**src/rtl/fpnan_pkg.sv**
```systemverilog
package fpnan_pkg;
  localparam int unsigned OPW = 64;
  localparam int unsigned CSRW = 32;
  localparam logic [1:0] FMT_SINGLE = 2'd0;
  localparam logic [1:0] FMT_DOUBLE = 2'd1;
  localparam logic [31:0] DEF_QNAN_S = 32'h7FBF_FFFF;
  localparam logic [63:0] DEF_QNAN_D = 64'h7FF7_FFFF_FFFF_FFFF;
  localparam int unsigned CAUSE_LO = 12;
  localparam int unsigned CAUSE_HI = 17;
  localparam int unsigned CAUSE_INV = 16;
  localparam int unsigned STICKY_INV = 6;

  typedef enum logic [1:0] {
    KIND_NUM    = 2'd0,
    KIND_QUIET  = 2'd1,
    KIND_SIGNAL = 2'd2
  } nan_kind_t;
endpackage

```
**src/rtl/fpnan_classify.sv**
```systemverilog
module fpnan_classify
  import fpnan_pkg::*;
(
  input  logic [OPW-1:0] value,
  input  logic           is_dbl,
  output nan_kind_t      kind
);
  logic exp_full;
  logic frac_nz;
  logic top_frac;

  always_comb begin
    if (is_dbl) begin
      exp_full = &value[62:52];
      frac_nz  = |value[51:0];
      top_frac = value[51];
    end else begin
      exp_full = &value[30:23];
      frac_nz  = |value[22:0];
      top_frac = value[22];
    end
    if (!(exp_full && frac_nz)) kind = KIND_NUM;
    else if (top_frac)          kind = KIND_SIGNAL;
    else                        kind = KIND_QUIET;
  end
endmodule

```
**src/rtl/fpnan_select.sv**
```systemverilog
module fpnan_select
  import fpnan_pkg::*;
#(
  parameter int unsigned NUM_SRC = 2
) (
  input  logic [NUM_SRC-1:0][OPW-1:0] ops,
  input  nan_kind_t [NUM_SRC-1:0]     op_kind,
  input  logic [OPW-1:0]              res,
  input  nan_kind_t                   res_kind,
  input  logic                        is_dbl,
  output logic [OPW-1:0]              data,
  output logic                        raise_inv
);
  logic [OPW-1:0] dflt;
  logic [OPW-1:0] hi_mask;

  always_comb begin
    dflt    = is_dbl ? DEF_QNAN_D : {32'd0, DEF_QNAN_S};
    hi_mask = is_dbl ? '1 : {32'd0, 32'hFFFF_FFFF};
    if (res_kind != KIND_NUM) begin
      data      = dflt;
      raise_inv = 1'b1;
    end else begin
      data      = res & hi_mask;
      raise_inv = 1'b0;
    end
    // highest index first so that the lowest NaN index overrides
    for (int i = NUM_SRC - 1; i >= 0; i--) begin
      if (op_kind[i] == KIND_SIGNAL) begin
        data      = dflt;
        raise_inv = 1'b0;
      end else if (op_kind[i] == KIND_QUIET) begin
        data      = ops[i] & hi_mask;
        raise_inv = 1'b0;
      end
    end
  end
endmodule

```
**src/rtl/fpr_nan_screen.sv**
```systemverilog
module fpr_nan_screen
  import fpnan_pkg::*;
#(
  parameter int unsigned NUM_SRC = 2
) (
  input  logic                   clk,
  input  logic                   rst,
  input  logic                   start,
  input  logic [1:0]             width_sel,
  input  logic [NUM_SRC*OPW-1:0] src_ops,
  input  logic [OPW-1:0]         calc_res,
  input  logic [CSRW-1:0]        csr_in,
  output logic [OPW-1:0]         wr_data,
  output logic                   wr_en,
  output logic [CSRW-1:0]        csr_out,
  output logic                   width_err
);
  localparam logic [CSRW-1:0] CAUSE_MASK =
    CSRW'(((1 << (CAUSE_HI - CAUSE_LO + 1)) - 1) << CAUSE_LO);
  localparam logic [CSRW-1:0] INV_BITS =
    CSRW'((1 << CAUSE_INV) | (1 << STICKY_INV));

  logic                        is_dbl;
  logic                        fmt_ok;
  logic [NUM_SRC-1:0][OPW-1:0] ops;
  nan_kind_t [NUM_SRC-1:0]     op_kind;
  nan_kind_t                   res_kind;
  logic [OPW-1:0]              sel_data;
  logic                        sel_inv;

  assign is_dbl = (width_sel == FMT_DOUBLE);
  assign fmt_ok = (width_sel == FMT_SINGLE) || (width_sel == FMT_DOUBLE);
  assign ops    = src_ops;

  for (genvar g = 0; g < NUM_SRC; g++) begin : g_cls
    fpnan_classify u_cls (
      .value (ops[g]),
      .is_dbl(is_dbl),
      .kind  (op_kind[g])
    );
  end

  fpnan_classify u_res_cls (
    .value (calc_res),
    .is_dbl(is_dbl),
    .kind  (res_kind)
  );

  fpnan_select #(.NUM_SRC(NUM_SRC)) u_sel (
    .ops      (ops),
    .op_kind  (op_kind),
    .res      (calc_res),
    .res_kind (res_kind),
    .is_dbl   (is_dbl),
    .data     (sel_data),
    .raise_inv(sel_inv)
  );

  always_ff @(posedge clk) begin
    if (rst) begin
      wr_data   <= '0;
      wr_en     <= 1'b0;
      csr_out   <= '0;
      width_err <= 1'b0;
    end else begin
      wr_en     <= 1'b0;
      width_err <= 1'b0;
      if (start) begin
        if (fmt_ok) begin
          wr_en   <= 1'b1;
          wr_data <= sel_data;
          csr_out <= (csr_in & ~CAUSE_MASK) | (sel_inv ? INV_BITS : '0);
        end else begin
          width_err <= 1'b1;
          csr_out   <= csr_in & ~CAUSE_MASK;
        end
      end
    end
  end

  // cause field cleared except invalid, other bits carried
  p_cause_clear_r1: assert property (@(posedge clk) disable iff (rst)
    start |=> (csr_out[17] == 1'b0 && csr_out[15:12] == 4'd0 &&
               csr_out[31:18] == $past(csr_in[31:18]) &&
               csr_out[11:7] == $past(csr_in[11:7]) &&
               csr_out[5:0] == $past(csr_in[5:0])));

  // write enable only the cycle after a start
  p_wr_pulse_r6: assert property (@(posedge clk) disable iff (rst)
    wr_en |-> $past(start));

  // illegal width never writes
  p_no_write_r8: assert property (@(posedge clk) disable iff (rst)
    (start && !fmt_ok) |=> (!wr_en && width_err && !csr_out[16]));

  // invalid cause and sticky raised together with default quiet NaN
  p_inv_pair_r5: assert property (@(posedge clk) disable iff (rst)
    (wr_en && csr_out[16]) |->
      (csr_out[6] && (wr_data == DEF_QNAN_D || wr_data == {32'd0, DEF_QNAN_S})));

  // single width leaves the upper write data half zero
  p_single_hi_r7: assert property (@(posedge clk) disable iff (rst)
    (start && width_sel == FMT_SINGLE) |=> (wr_data[63:32] == 32'd0));
endmodule

```
**config.mk**
```make
export PLATFORM = sky130hd
export DESIGN_NAME = fpr_nan_screen
export DESIGN_NICKNAME = d
export VERILOG_FILES = /design/src/rtl/fpnan_pkg.sv /design/src/rtl/fpnan_classify.sv /design/src/rtl/fpnan_select.sv /design/src/rtl/fpr_nan_screen.sv
export SDC_FILE = /design/constraint.sdc
export NUM_CORES = 1
export LEC_CHECK = 0
export ABC_AREA = 1
export BUFFER_PORTS_ARGS = -buffer_cell sky130_fd_sc_hd__buf_2
export CORE_ASPECT_RATIO = 0.8
export CORE_UTILIZATION = 45
export CTS_CLUSTER_DIAMETER = 150
export DETAILED_ROUTE_END_ITERATION = 10
export PLACE_DENSITY = 0.83
export REMOVE_ABC_BUFFERS = 1
export SLEW_MARGIN = 20
export SYNTH_ARGS = -nofsm -noshare
export SYNTH_HDL_FRONTEND = slang
export SYNTH_HIERARCHICAL = 1
export SYNTH_SLANG_ARGS = --single-unit
```
**constraint.sdc**
```tcl
create_clock -name clk -period 5.5 [get_ports clk]
set_input_delay 0.55 -clock clk [delete_from_list [all_inputs] [get_ports clk]]
set_output_delay 0.55 -clock clk [all_outputs]
set_load 0.01 [all_outputs]
```
# Word-level counts from Yosys, hierarchy flattened
# Cells that the tools add are included.
# totals
regBits,98
inputBits,229
out_inout_bits,98
word_cells,65
# op_classes
eq_ne,5
muxes,31
bitwise_logic,5
n_reduce_logical,20
# ops
operator,count
$mux 64,6
$and 64x64->64,3
$reduce_or 52->1,3
$reduce_or 23->1,3
$mux 63,1
$reduce_and 11->1,3
$mux 32,1
$or 32x17->32,1
$reduce_and 8->1,3
$mux 17,1
$mux 1,16
$mux 2,6
$eq 2x1->1 const B,3
$eq 2x2->1 const B,2
$logic_and 1x1->1,3
$logic_not 2->1,1
$reduce_and 2->1,1
$reduce_bool 2->1,1
$reduce_or 2->1,1
$logic_or 1x1->1,1
$not 1->1,1

# Depth between registers and ports, before layout
# logic_depth
word_depth,13
ltp_mapped,22
depth_no_buf,22

# Cells and area by module
# Netlist, hierarchy kept.
# by_module_without_submodules
mod,instances,cells_per_inst,area_each_um2,seq_area_each_um2
fpr_nan_screen,1,482,3663.5,1861.8
fpnan_select,1,528,2422.3,0.0
fpnan_classify,3,81,334.1,0.0

# Worst setup path before layout
# OpenSTA, ideal clock, no wires.
# synth_path
path_type,input port to flip-flop
startpoint,input port width_sel[0]
endpoint,register wr_data[43]
setup_ps,113
arrival_time_ps,2788
t_required_ps,5387
setup_slack_ps,2600
stages,18
n_path_buf,2
cell_sequence,inv_1 -> nor2_1 -> nand4_1 -> o31ai_1 -> nand2_1 -> nor2_1 -> inv_1 -> nor2_4 -> buf_6 -> buf_8 -> nand2_1 -> nand3_1 -> nand2_1 -> nand2_1 -> nand2_1 -> nand3b_1 -> nand2_1 -> nor2_1
# synth_lines
element,line_no,rtl
"start, declared",fpr_nan_screen.sv:9,"input logic [1:0] width_sel,"
"end signal, assigned",fpr_nan_screen.sv:71,wr_data <= sel_data;
"end, declared",fpr_nan_screen.sv:13,"output logic [OPW-1:0] wr_data,"

==> results by stage <==
Run status:
- The flow ran to the end, and the final reports show no timing, DRC or antenna violations.

Setup path:
- The most numerous cell type found on the critical path is sky130_fd_sc_hd__nand2_1.
- On the critical path, the stage with the largest delay is an instance of sky130_fd_sc_hd__inv_1.
- Walking the worst path, the cells encountered are buf_2 -> nor2_4 -> buf_4 -> inv_2 -> or2_1 -> o21ai_0 -> inv_1 -> nor2_1 -> nor2_4 -> nand2_1 -> nand2_1 -> inv_1 -> nand2_1 -> nand2_1 -> nand2_1 -> nand3b_1 -> nand2_1 -> nor2_1.
- The critical path class is in2reg.
- The required arrival time at the worst endpoint is 5.75 ns.
- The type of element launching the critical path is a primary input.
- The number of cells on the worst reg-to-reg path is 4.
- STA classifies the critical path endpoint as a register.
- The stage delay of the slowest cell on the critical path is 0.83 ns.
- The signal arrival time at the worst endpoint is 4.20 ns.
- In this run the worst path has a maximum fanout of 31.
- The slack of the worst reg-to-reg path is 4.84 ns.
- The startpoint of the lowest-slack register-to-register path is csr_out[6]$_SDFFE_PP0P_.
- The endpoint identified for the worst register-to-register timing path is csr_out[6]$_SDFFE_PP0P_.

Clocking:
- TritonCTS built the clock tree.
- The number of setup buffers added after CTS is 0.
- No sink is reached through more buffers than the 2 on the longest clock path.
- Counting the buffers created by CTS gives 9.
- Clock tree synthesis found a total of 93 sinks.
- For this design, the CTS-stage hold fixing added 0 buffers.
- In this run the clock root is driven by a sky130_fd_sc_hd__clkbuf_16.
- The number of gates resized after CTS was 0.
- The source-to-sink clock delay at the later pin of the worst-skew pair is 0.35 ns.
- The count of H-tree levels built during CTS is 3.
- Clock-pin slew was measured on the worst setup and hold paths at 0.07 ns.

GRT:
- The remaining global-route overflow is 0.
- The first global-routing pass estimated 39.4 mm of wire.
- Entering global routing, the biggest net connects 93 pins.
- In the global route stage, overall resource usage came out at 0.312.
- The initial antenna violation count was 5.
- The via count of the first global-routing pass is 7837.

Timing:
- The worst hold-check slack is 0.422 ns.
- The number of max-slew violations in the final report is 0.
- Setup violations remaining at the end of the flow were counted as 0.
- The worst-margin pin slew is 1.13 ns.
- The hold violation count in the final report came to 0.
- Setup slack on the critical path of the routed design comes to 1.55 ns.
- The clock skew after layout is 0 ns.
- The worst pin sits at a relative slew slack of 0.249.
- The smallest clock period supported by the final layout is computed as 3.95 ns.
- The upper clock frequency limit is 0.253 GHz.
- Setup repair after global routing left no endpoint under its margin.
- In the finished design, the share of the clock period the worst path needs comes to 0.719.
- The final-layout setup total negative slack is 0 ns.

Yosys:
- The basic-gate share of the synthesized area counting and, or, nand and nor cells is 0.529.
- The sequential fraction of the synthesis area is 0.263.
- In this run the mean area of a mapped cell was 5.66 sq um.
- The post-synthesis compound-gate area fraction was 0.0860.
- The count of flip-flops with a built-in enable after synthesis is 0.
- The summed instance area of the synthesized netlist is 7090 sq um.
- Of all flip-flops after synthesis, the portion carrying an async set or reset was 0.
- The number of different library cells in the post-synthesis netlist is 29.
- Of the total synthesized cell area, the portion taken by full adders, half adders and majority gates is 0.
- Of the total synthesized cell area, the portion taken by XOR and XNOR cells is 0.
- The multiplexer share of the synthesized area is 0.
- The most used flip-flop cell after synthesis is sky130_fd_sc_hd__dfxtp_1.
- The count of warnings emitted by yosys is 6.
- After technology mapping, the gate count stands at 1253.
- Synthesis inferred 93 register bits.
- By area, the combinational part of the netlist is dominated by simple AND/OR/NAND/NOR gates.

Pwr:
- For this design the static power due to leakage is 5.01 nW.
- The total chip power is 1.77 mW.
- The areal power density over the cells is 199 nW/um^2.
- VDD sags by at most 124 uV.

Worst hold path:
- The startpoint of the worst hold path is csr_in[26].
- The worst hold path terminates at csr_out[26]$_SDFFE_PP0P_.
- The classification of the worst-slack hold path is in2reg.
- Counting instances, the worst hold path has a depth of 3.

Floorplanning:
- The number of top-level pins is 327.
- After floorplanning, the core was divided into 40 placement rows.
- The die outline height is 114 um.
- The full die area is 16300 sq um.
- The effective utilization at floorplan is 0.466.
- The width of the die is 142 um.
- The region available for standard cell placement spans 15200 sq um.

Place:
- Routability-driven placement finished with a final weighted congestion of 0.909.
- The pre-CTS worst setup slack is 1.29 ns.
- The number of buffers added on ports is 315.
- The wire-length estimate of the detail-placed layout is 19.1 mm.

Final layout:
- The most common cell after layout, fill and taps aside is sky130_fd_sc_hd__nand2_1.
- The fraction of final layout cells sized beyond drive strength 1 is 0.239.
- Leaving out fill and tap cells, the most frequent cells in the layout are 354 x sky130_fd_sc_hd__nand2_1, 314 x sky130_fd_sc_hd__buf_2, 294 x sky130_fd_sc_hd__nor2_1.
- Relative to the synthesized area, the layout overhead comes to 26.0%.
- The core utilization of the finished layout is 0.587.
- The number of nets in the layout is 1741.

Detailed routing:
- For this run, design rule violations remaining after detail routing come to 0.
- The count of nets left with antenna violations once routing finished came out at 0.
- The routed design has 26.1 mm of wire.
- In the final routed layout, each cell accounts on average for 15.1 um.
- Using the TritonRoute via totals, the vias-per-cell ratio works out to 5.19.
- Across all layers, the routed design uses 8980 vias.
- The first detailed-routing pass ran for 8 iterations.
- In this run, the number of DRC markers left after iteration 0 of detailed routing was 773.

Flow run:
- The count of maximum capacitance violations is 0.
==> critical path, delay by kind of cell <==
kind                   cells  cell delay, ns
and+or+nand+nor           12            2.01
buffers and inverters      5            1.53
AOI/OAI and AO/OA          1            0.11
==> report_power, final <==
group          switching, mW  internal (mW)
clock                  0.311          0.323
sequential            0.0198          0.717
combinational          0.229          0.174
==> synth_stat cells, types with 5 or more instances <==
master | count | area, sq um
sky130_fd_sc_hd__a21o_1 | 23 | 173
sky130_fd_sc_hd__a21oi_1 | 17 | 85.1
sky130_fd_sc_hd__buf_1 | 5 | 18.8
sky130_fd_sc_hd__buf_2 | 22 | 110
sky130_fd_sc_hd__buf_4 | 15 | 113
sky130_fd_sc_hd__clkbuf_1 | 37 | 139
sky130_fd_sc_hd__dfxtp_1 | 93 | 1860
sky130_fd_sc_hd__inv_1 | 108 | 405
sky130_fd_sc_hd__inv_2 | 8 | 30.0
sky130_fd_sc_hd__nand2_1 | 355 | 1330
sky130_fd_sc_hd__nand3_1 | 62 | 310
sky130_fd_sc_hd__nand3b_1 | 97 | 728
sky130_fd_sc_hd__nand4_1 | 18 | 113
sky130_fd_sc_hd__nor2_1 | 295 | 1110
sky130_fd_sc_hd__nor3_1 | 8 | 40.0
sky130_fd_sc_hd__o21ai_0 | 62 | 310
==> worst max-delay path by stage <==
| stage | to | start | cells after the start |
|---|---|---|---|
| after detailed placement | wr_data[18]$_SDFFE_PP0P_ | width_sel[1] | 15 |
| after floorplan | wr_data[10]$_SDFFE_PP0P_ | width_sel[0] | 16 |
| final | wr_data[42]$_SDFFE_PP0P_ | width_sel[1] | 18 |
| after global routing | wr_data[46]$_SDFFE_PP0P_ | width_sel[1] | 18 |
| after CTS | wr_data[26]$_SDFFE_PP0P_ | width_sel[1] | 15 |
| after global placement | wr_data[62]$_SDFFE_PP0P_ | width_sel[1] | 18 |
==> state kept, by name, indices dropped and copies added (netlist names) <==
signal     count
width_err      1
csr_out       27
wr_data       64
wr_en          1
==> kinds of logic (layout without fill, tap and decap cells) <==
group / after synthesis / count (layout)
other: 1 / 8
AOI/OAI and AO/OA: 108 / 108
and+or+nand+nor: 852 / 852
buffers and inverters: 199 / 459
DFF: 93 / 93
==> per-stage QoR <==
stage | cell area [sq um] | cells
after floorplan | 6680 | 1175
after global placement | 8610 | 1711
after detailed placement | 8620 | 1711
after CTS | 8920 | 1727
after global routing | 8920 | 1727
final | 8930 | 1730
==> area by class of cell <==
class,count,area [sq um]
Antenna cell,3,7.51
Tap cell,210,263
Timing Repair Buffer,326,1660
Sequential cell,93,1860
Clock inverter,7,76.3
Multi-Input combinational cell,965,4400
Clock buffer,9,225
Fill cell,1547,6280
Inverter,117,439
==> metal layers <==
| metal | wire (um) | global-route usage | part of all wire |
|---|---|---|---|
| met5 | 26 | 0 | 0.0010 |
| met2 | 11800 | 0.514 | 0.45 |
| met3 | 2960 | 0.0933 | 0.11 |
| met1 | 10600 | 0.387 | 0.41 |
| met4 | 639 | 0.111 | 0.024 |
(Power assumes the default switching activity.)
